**config.mk**
```make
export PLATFORM = sky130hd
export DESIGN_NAME = region_guard
export DESIGN_NICKNAME = d
export VERILOG_FILES = /design/src/rtl/region_guard_pkg.sv /design/src/rtl/region_lookup.sv /design/src/rtl/csr_match.sv /design/src/rtl/region_guard.sv
export SDC_FILE = /design/constraint.sdc
export NUM_CORES = 1
export LEC_CHECK = 0
export ABC_AREA = 1
export BUFFER_PORTS_ARGS = -buffer_cell sky130_fd_sc_hd__clkbuf_2
export CORE_ASPECT_RATIO = 0.8
export CORE_UTILIZATION = 30
export DETAILED_ROUTE_END_ITERATION = 10
export PLACE_DENSITY_LB_ADDON = 0.3
export SLEW_MARGIN = 15
export SYNTH_ARGS = -nofsm -noshare
export SYNTH_HDL_FRONTEND = slang
export SYNTH_HIERARCHICAL = 1
export SYNTH_SLANG_ARGS = --single-unit
```
**constraint.sdc**
```tcl
create_clock -name clk -period 1.6 [get_ports clk]
set_input_delay 0.08 -clock clk [delete_from_list [all_inputs] [get_ports clk]]
set_output_delay 0.08 -clock clk [all_outputs]
set_load 0.02 [all_outputs]
```
**src/rtl/region_guard_pkg.sv**
```systemverilog
package region_guard_pkg;
    localparam int unsigned ADDR_W = 16;
    localparam int unsigned IDX_W  = 4;
    localparam int unsigned NREG   = 1 << IDX_W;
    localparam int unsigned DATA_W = NREG;

    typedef enum logic [1:0] {
        ACC_FETCH = 2'b00,
        ACC_READ  = 2'b01,
        ACC_WRITE = 2'b10,
        ACC_OTHER = 2'b11
    } acc_kind_e;

    typedef struct packed {
        logic [NREG-1:0]   mask;
        logic              grant;
        logic              fault;
        logic [DATA_W-1:0] rdata;
    } guard_state_t;
endpackage

```
**src/rtl/region_lookup.sv**
```systemverilog
module region_lookup #(
    parameter int unsigned ADDR_W = region_guard_pkg::ADDR_W,
    parameter int unsigned IDX_W  = region_guard_pkg::IDX_W,
    localparam int unsigned NREG  = 1 << IDX_W
) (
    input  logic [ADDR_W-1:0] addr,
    input  logic [NREG-1:0]   mask,
    input  logic              user,
    output logic              permit
);
    logic [IDX_W-1:0] idx;
    logic [NREG-1:0]  sel;
    logic             open_bit;

    assign idx = addr[ADDR_W-1 -: IDX_W];

    // One-hot region select, one decoder per region
    for (genvar g = 0; g < NREG; g++) begin : g_sel
        assign sel[g] = (idx == IDX_W'(g));
    end

    assign open_bit = |(sel & mask);
    assign permit   = !user || open_bit;
endmodule

```
**src/rtl/csr_match.sv**
```systemverilog
module csr_match #(
    parameter int unsigned ADDR_W = region_guard_pkg::ADDR_W,
    parameter logic [ADDR_W-1:0] CSR_ADDR = ADDR_W'(16'hFE12)
) (
    input  logic [ADDR_W-1:0] addr,
    input  logic [1:0]        kind,
    output logic              rd_hit,
    output logic              wr_hit
);
    import region_guard_pkg::*;
    logic at_csr;

    assign at_csr = (addr == CSR_ADDR);
    assign rd_hit = at_csr && (kind == ACC_READ);
    assign wr_hit = at_csr && (kind == ACC_WRITE);
endmodule

```
**src/rtl/region_guard.sv**
```systemverilog
module region_guard #(
    parameter int unsigned ADDR_W = region_guard_pkg::ADDR_W,
    parameter int unsigned IDX_W  = region_guard_pkg::IDX_W,
    parameter logic [ADDR_W-1:0] CSR_ADDR = ADDR_W'(16'hFE12),
    localparam int unsigned NREG  = 1 << IDX_W
) (
    input  logic              clk,
    input  logic              rst_n,
    input  logic              acc_valid,
    input  logic [ADDR_W-1:0] acc_addr,
    input  logic [1:0]        acc_kind,
    input  logic [NREG-1:0]   acc_wdata,
    input  logic              acc_user,
    output logic              acc_grant,
    output logic              acc_fault,
    output logic [NREG-1:0]   csr_rdata
);
    import region_guard_pkg::*;

    guard_state_t st_d, st_q;
    logic         permit;
    logic         rd_hit;
    logic         wr_hit;
    logic [NREG-1:0] prot_mask;

    assign prot_mask = st_q.mask;

    region_lookup #(.ADDR_W(ADDR_W), .IDX_W(IDX_W)) u_lookup (
        .addr   (acc_addr),
        .mask   (st_q.mask),
        .user   (acc_user),
        .permit (permit)
    );

    csr_match #(.ADDR_W(ADDR_W), .CSR_ADDR(CSR_ADDR)) u_match (
        .addr   (acc_addr),
        .kind   (acc_kind),
        .rd_hit (rd_hit),
        .wr_hit (wr_hit)
    );

    always_comb begin
        st_d       = st_q;
        st_d.grant = acc_valid && permit;
        st_d.fault = acc_valid && !permit;
        st_d.rdata = '0;
        if (acc_valid && permit && rd_hit) begin
            st_d.rdata = st_q.mask;
        end
        if (acc_valid && permit && wr_hit) begin
            st_d.mask = acc_wdata;
        end
    end

    always_ff @(posedge clk) begin
        if (!rst_n) begin
            st_q <= '0;
        end else begin
            st_q <= st_d;
        end
    end

    assign acc_grant = st_q.grant;
    assign acc_fault = st_q.fault;
    assign csr_rdata = st_q.rdata;
endmodule

```
======== Yosys cells after proc, flatten, opt, wreduce, memory -nomap -nowiden ========
Index checks and enable logic that the tools add are counted.
word-level totals
  register bits after elaboration ......... 34
  input bits .............................. 38
  output and inout port bits .............. 18
  logic and storage cells ................. 35
cells by class
  eq/ne operators ......................... 18
  bitwise operators ....................... 1
  reduce and logical (&&, ||, !) cells .... 12
operators with widths
  operator              count
  $eq 4x4->1 const B    8
  $and 16x16->16        1
  $eq 16x16->1 const B  1
  $eq 4x3->1 const B    4
  $reduce_or 16->1      1
  $eq 4x2->1 const B    2
  $logic_and 1x1->1     6
  $eq 4x1->1 const B    1
  $logic_not 4->1       1
  $eq 2x1->1 const B    1
  $eq 2x2->1 const B    1
  $logic_not 1->1       2
  $reduce_and 2->1      1
  $logic_or 1x1->1      1

======== Depth between registers and ports, before layout ========
Gate-level depths: netlist of the first run.
  depth in word-level cells ............... 7
  mapped depth ............................ 13
  gate-level depth less buffers ........... 11

======== Modules after synthesis ========
The synthesis of the first run kept the hierarchy.
modules (own cells, without submodules)
  module         times used  cells an instance  area each (um^2)  sequential area each (um^2)
  region_guard   1           142                1163.6            680.7
  region_lookup  1           47                 229.0             0.0
  csr_match      1           26                 100.1             0.0

======== Least setup slack after synthesis of the first run ========
Ideal clock, no wire load.
  path type ............................... register -> register
  start ................................... reg st_q (netlist bit prot_mask[3])
  end ..................................... reg st_q (netlist bit prot_mask[0])
  setup time .............................. 0.064 ns
  data arrival time ....................... 1.243 ns
  data required time ...................... 1.536 ns
  path slack .............................. 0.293 ns
  cell stages (with the launch flop) ...... 11
  path buffers ............................ 1
  period minus slack after synthesis ...... 1.307 ns
  path through ............................ dfxtp_1 > nand3_1 > nand2_1 > nand2_1 > nand2_1 > nor2_1 > nand3_1 > nand3_2 > clkbuf_1 > nor2_1 > nor2_1
on the way
  longest elaborated chain between the ends .. 5
RTL lines
  element                          line                 source
  from (decl)                      region_guard.sv:20   guard_state_t st_d, st_q;
  from (signal assigned)           region_guard.sv:59   st_q <= st_d;
  $and 16x16->16                   region_lookup.sv:22  assign open_bit = |(sel & mask);
  $reduce_or 16->1                 region_lookup.sv:22
  $logic_or 1x1->1                 region_lookup.sv:23  assign permit = !user || open_bit;
  named net permit                 region_guard.sv:21   logic permit;
  $logic_and 1x1->1 (2 in series)  region_guard.sv:50   if (acc_valid && permit && wr_hit) begin
The timed path passes the listed nets, and every way through them passes these cells.
A chain may end at the register's enable or synchronous reset.

======== Final worst setup path of the first run ========
  start ................................... reg st_q (netlist bit prot_mask[7])
  end ..................................... reg st_q (netlist bit prot_mask[12])
Same word-level chain as after synthesis.

==> results of run 1 <==
## sequential cells by signal, summed over array words and instances (netlist names)
name       flops
acc_fault      1
acc_grant      1
prot_mask     16
csr_rdata     16
## cells in the mapped netlist, drive strengths merged
cell / n / share of area
a21oi: 1 / 0.0033
nand2: 60 / 0.16
inv: 30 / 0.079
nand3: 14 / 0.054
or2: 1 / 0.0042
dfxtp: 34 / 0.46
nand4: 1 / 0.0042
buf: 6 / 0.034
clkbuf: 2 / 0.0050
nor2: 66 / 0.20
## worst max path at each step
stage,from,endpoint,slack (ns)
after floorplan,prot_mask[3],prot_mask[0],0.29
after global placement,acc_addr[13],prot_mask[2],0.1
after detailed placement,acc_addr[13],prot_mask[10],0.11
after CTS,prot_mask[7],prot_mask[6],0.16
after global routing,prot_mask[7],prot_mask[7],0.02
final,prot_mask[7],prot_mask[12],0.17
## power by group
part	switching, mW	internal, mW	total, mW
combinational	0.0601	0.0490	0.109
sequential	0.000733	0.848	0.849
clock	0.300	0.498	0.798
total	0.360	1.40	1.76
## worst max-delay path: stages, from the launching register on
cell	delay, ns
dfxtp_1	0.35
nand3_1	0.08
nand3_1	0.10
nand2_1	0.05
inv_1	0.06
nand2_1	0.04
nand3_1	0.14
nand3_2	0.14
buf_12	0.18
nor2_1	0.11
nor2_1	0.06
## metrics by stage
step / hold slack, ns / cells / area, µm² / power, mW
2_1_floorplan: 0.2099 / 215 / 1493 / 0.9234
3_3_place_gp: 0.3026 / 325 / 1819 / 0.9757
3_5_place_dp: 0.3087 / 325 / 1819 / 0.9777
4_1_cts: 0.004445 / 332 / 1932 / 1.781
5_1_grt: 0.03048 / 332 / 1932 / 1.829
6_report: 0.01483 / 332 / 1932 / 1.756
## per-layer routing
layer  wire (µm)  global-route usage
met1        1735              0.2038
met2        1371              0.1975
met3         180             0.04167
met4          52             0.06027
met5           0                   0
## cells by family after synthesis
| logic type | share of synthesized area |
|---|---|
| buffers and inverters | 0.1182 |
| DFF | 0.4560 |
| AOI/OAI and AO/OA | 0.003350 |
| and+or+nand+nor | 0.4225 |
## area by class of cell
class                   instances  area [µm²]  share of cell area
multi-input cells             143       635.6              0.3290
well taps                      60       75.07             0.03886
repair buffers                 58       310.3              0.1606
clock buffers                   6       82.58             0.04275
clock inverters                 1       30.03             0.01554
inverters                      30       117.6             0.06088
flip-flops and latches         34       680.7              0.3523
## layout by cell type (no fill, tap or decap)
master,synthesis,layout
nand2_1,58,58
clkbuf_2,0,55
nor2_1,54,54
dfxtp_1,34,34
inv_1,27,27
nand3_1,12,12
nor2_2,8,8
clkbuf_8,0,6
nor2_4,4,4
nand3_2,2,2
nand2_4,2,2
buf_4,1,2
inv_4,2,2
inv_2,1,1
bufinv_16,0,1
buf_12,0,1
a21oi_1,1,1
nand4_1,1,1
or2_1,1,1
==> metrics.md, run 1 <==
| Metric | Value |
|---|---|
| Detailed Place HPWL | `2.508 mm` |
| Average wire per standard cell | `10.06 µm` |
| Share of the yosys chip area belonging to registers | `0.4560` |
| FP Rows | `22` |
| Max-slew violation count | `0` |
| Clock transition at path regs | `0.07 ns` |
| Vias in the first global route | `1225` |
| Share of cells above drive strength 1 | `0.3088` |
| Hold crit path type | `input port to flop` |
| First-pass GRT wire length | `5.506 mm` |
| Outcome | `finished, final reports clean` |
| PortBufs | `55` |
| Gr usage total | `0.1430` |
| Fillcell total | `518` |
| Mapped Cells | `215` |
| Final hold vios | `0` |
| Cts bufs inserted | `5` |
| CTS tree | `yes` |
| Min cycle time layout | `1.427 ns` |
| WP data required | `1.78 ns` |
| Vias per inst | `4.081` |
| Congestion Overflow GR | `0` |
| TNS Setup | `0 ns` |
| Die span in y | `65.09 µm` |
| CP Capture Type | `flop` |
| Clock skew | `0.006797 ns` |
| Reg2reg end | `prot_mask[12]` |
| Syn Area/Cell | `6.943 µm²` |
| Min-delay src | `acc_wdata[0]` |
| Initial antenna violation count | `0` |
| Final setup viols | `0` |
| RSZ-0062 raised after global routing | `no` |
| Final WS setup | `0.1734 ns` |
| F_max | `0.7009 GHz` |
| Final period utilization | `0.8917` |
| Clk buf depth | `2` |
| Synth Register Bits | `34` |
| Setup slack, reg-to-reg | `0.17 ns` |
| ANT nets after route | `0` |
| Worst Hold Depth | `3` |
| CTS Root Cell | `clkbuf_8` |
| WL final | `3.340 mm` |
| 1st-iter DRT viols | `54` |
| Die area | `0.005264 mm²` |
| Final net count | `310` |
| Syn nets | `253` |
| Post-layout util | `0.4128` |
| Crit path DAT | `1.61 ns` |
| LEAKAGE | `1.043 nW` |
| Hold path endpoint | `prot_mask[0]` |
| Worst R2R Path Depth | `10` |
| Routability cong. | `0.8253` |
| Initial Util | `0.3190` |
| Worst-margin pin slew | `0.2809 ns` |
| Crit Reg-Reg Startpoint | `prot_mask[7]` |
| Die W | `80.87 µm` |
| Power Dens Cells | `908.8 mW/mm²` |
| Worst-Skew Late Latency | `0.29 ns` |
| CTS Sinks | `34` |
| Max FO, Critical Path | `24` |
| IO Count | `56` |
| Distinct cells, synth | `18` |
| Total number of vias | `1355` |
| 1st-pass router iterations | `4` |
| Startpoint Class | `flop` |
| Maxcap violations | `0` |
| # diodes | `0` |
| Dpl ws | `0.1053 ns` |
| Maximum vdd ir drop | `0.3497 mV` |
| Post-CTS sizing | `0` |
| Post-synthesis cell area | `0.001493 mm²` |
| H-tree depth | `2` |
| Crit path kind | `flop to flop` |
| YS warnings | `6` |
| Syn-to-layout area delta | `29.42%` |
| Setup bufs post-CTS | `0` |
| Post-CTS Hold Buffers | `0` |
| Largest net degree at the start of global routing | `25` |
| DRC Markers | `0` |
| Core ar. | `0.004679 mm²` |
| Rel. slew slack | `0.8126` |
Note: power is estimated with default switching activity, not from simulation.
==> inputs of run 2 (changes only) <==
CORE_ASPECT_RATIO = not set   (was 0.8)
MAX_ROUTING_LAYER = met4   (was not set)
==> metrics.md, run 2 (synthesized netlist as in run 1, its figures left out) <==
| Metric | Value |
|---|---|
| Slowest-stage cell, CP | `dfxtp_1` |
| Final setup viols | `0 (unchanged)` |
| Congestion Overflow GR | `0 (unchanged)` |
| Gr usage total | `0.1461 (+0.003107)` |
| Final hold vios | `0 (unchanged)` |
| IO Count | `56 (unchanged)` |
| Startpoint Class | `flop` |
| Initial antenna violation count | `0 (unchanged)` |
| Placed cell area | `0.001828 mm² (+0.48%)` |
| WL final | `3.282 mm (-1.7%)` |
| Vias in the first global route | `1238 (+1.1%)` |
| 1st-pass router iterations | `4 (unchanged)` |
| Maximum vdd ir drop | `0.2873 mV (-18%)` |
| Clock transition at path regs | `0.07 ns (about the same)` |
| Worst Setup SP | `prot_mask[5]` |
| Hold crit path type | `input port to flop` |
| Levels on crit path | `10 (unchanged)` |
| WP buf/inv | `1 (-1)` |
| Average wire per standard cell | `9.653 µm (-4.0%)` |
| CTS tree | `yes` |
| Share of cells above drive strength 1 | `0.3077 (-0.001131)` |
| Met3 Use GR | `0.04722 (+0.005556)` |
| Cts bufs inserted | `5 (unchanged)` |
| Initial Util | `0.3139 (-0.005037)` |
| Crit path max-delay family | `simple AND/OR/NAND/NOR gates` |
| Crit path DAT | `1.61 ns (about the same)` |
| Hold WS | `0.01592 ns (+0.001097 ns)` |
| Clock skew | `0.004153 ns (-0.002644 ns)` |
| Met1 GRT Util | `0.1631 (-0.04066)` |
| CP max stage delay | `0.37 ns (+0.02 ns)` |
| Routability cong. | `0.8515 (+3.2%)` |
| ANT nets after route | `0 (unchanged)` |
| H-tree depth | `2 (unchanged)` |
| Die W | `72.54 µm (-10%)` |
| FP Rows | `25 (+14%)` |
| Power Dens Cells | `831.2 mW/mm² (-8.5%)` |
| 1st-iter DRT viols | `71 (+31%)` |
| DRC Markers | `0 (unchanged)` |
| CP Capture Type | `flop` |
| Critical path, cell by cell | `nand3_1, nand2_1, nand2_1, nand2_1, nor2_1, nand3_1, nand3_2, buf_12, nor2_1, nor2_1` |
| PortBufs | `55 (unchanged)` |
| Max FO, Critical Path | `17 (-29%)` |
| Detailed Place HPWL | `2.509 mm (about the same)` |
| Crit path kind | `flop to flop` |
| LEAKAGE | `1.036 nW (-0.70%)` |
| Crit Reg-Reg Startpoint | `prot_mask[5]` |
| Hold path endpoint | `prot_mask[14]` |
| Worst-margin pin slew | `0.2916 ns (+0.01076 ns)` |
| Core ar. | `0.004755 mm² (+1.6%)` |
| Worst R2R Path Depth | `10 (unchanged)` |
| Final period utilization | `0.8965 (+0.004883)` |
| Outcome | `finished, final reports clean` |
| CTS Root Cell | `clkbuf_8` |
| First-pass GRT wire length | `5.471 mm (-0.64%)` |
| Worst Hold Depth | `3 (unchanged)` |
| Die area | `0.005261 mm² (about the same)` |
| M2 GR Usage | `0.2347 (+0.03720)` |
| Setup slack, reg-to-reg | `0.17 ns (about the same)` |
| Final net count | `310 (unchanged)` |
| Total number of vias | `1333 (-1.6%)` |
| Syn-to-layout area delta | `28.83%` |
| F_max | `0.6971 GHz (-0.54%)` |
| Vias per inst | `3.921 (-3.9%)` |
| Max-slew violation count | `0 (unchanged)` |
| Die span in y | `72.54 µm (+11%)` |
| Leading cell types in the layout, fill and taps excluded | `nand2_1, clkbuf_2, nor2_1` |
| CTS Sinks | `34 (unchanged)` |
| Clk buf depth | `2 (unchanged)` |
| TNS Setup | `0 ns (unchanged)` |
| WP data required | `1.78 ns (about the same)` |
| Largest net degree at the start of global routing | `18 (-28%)` |
| Setup bufs post-CTS | `0 (unchanged)` |
| Worst-Skew Late Latency | `0.28 ns (about the same)` |
| Min-delay src | `acc_wdata[14]` |
| Final instance area | `0.001923 mm² (-0.45%)` |
| Maxcap violations | `0 (unchanged)` |
| Gr busiest metal | `met2` |
| Min cycle time layout | `1.434 ns (+0.007813 ns)` |
| Commonest non-fill, non-tap cell in the layout | `nand2_1` |
| Reg2reg end | `prot_mask[8]` |
| Fillcell total | `531 (+2.5%)` |
| Rel. slew slack | `0.8056 (-0.007005)` |
| # diodes | `0 (unchanged)` |
| RSZ-0062 raised after global routing | `no` |
run 2: changes by cell type in the layout (fill, tap and decap cells not counted):
cell,delta
clkbuf_1,+1
buf_4,-1
clkinv_2,+1
bufinv_16,-1
buf_6,+1
run 2: worst max path at each step:
stage,endpoint
4_1_cts,prot_mask[8]
5_1_grt,prot_mask[0]
3_5_place_dp,prot_mask[8]
3_3_place_gp,prot_mask[6]
6_report,prot_mask[8]
2_1_floorplan,prot_mask[0]
run 2: area by class of cell:
type                       count  area, µm²  area share
clock buffer                   7      86.33     0.04489
clock inverter                 1      5.005    0.002602
inverter                      30      117.6     0.06116
multi-input combinational    143      635.6      0.3305
sequential                    34      680.7      0.3539
tap                           67      83.83     0.04359
timing repair buffer          58      314.1      0.1633
run 2: per-layer routing:
layer / wire [µm] / share of wire / vias to the layer above
met5: 0 / 0 / -
met1: 1513 / 0.46 / 538
met4: 73 / 0.022 / 0
met2: 1470 / 0.45 / 47
li1: - / - / 741
met3: 225 / 0.069 / 7
run 2: repair_timing:
item	4_1_cts	5_1_grt
gates resized for setup	0	1
hold buffers	0	0
setup endpoints to repair	0	9
run 2: worst register-to-register path, delay by kind of cell (launching register included):
kind / cells / cell delay (ns)
buffers and inverters: 1 / 0.18
AND/OR/NAND/NOR: 9 / 0.78
flip-flops: 1 / 0.37
run 2: power breakdown:
part,switching (mW),internal (mW),total [mW]
clock network,0.294,0.347,0.641
registers,0.000445,0.848,0.849
logic,0.0595,0.0491,0.109
total,0.354,1.24,1.60
run 2: per-stage QoR:
step                  util  cells  worst slack (ns)  total power [mW]
finish              0.4045    340            0.1655             1.599
global route        0.4045    340          0.004799             1.675
CTS                 0.4037    340            0.1700             1.627
detailed placement  0.3845    332            0.1040            0.9771
global placement    0.3845    332            0.1350            0.9773
floorplan                -    215            0.2932            0.9234
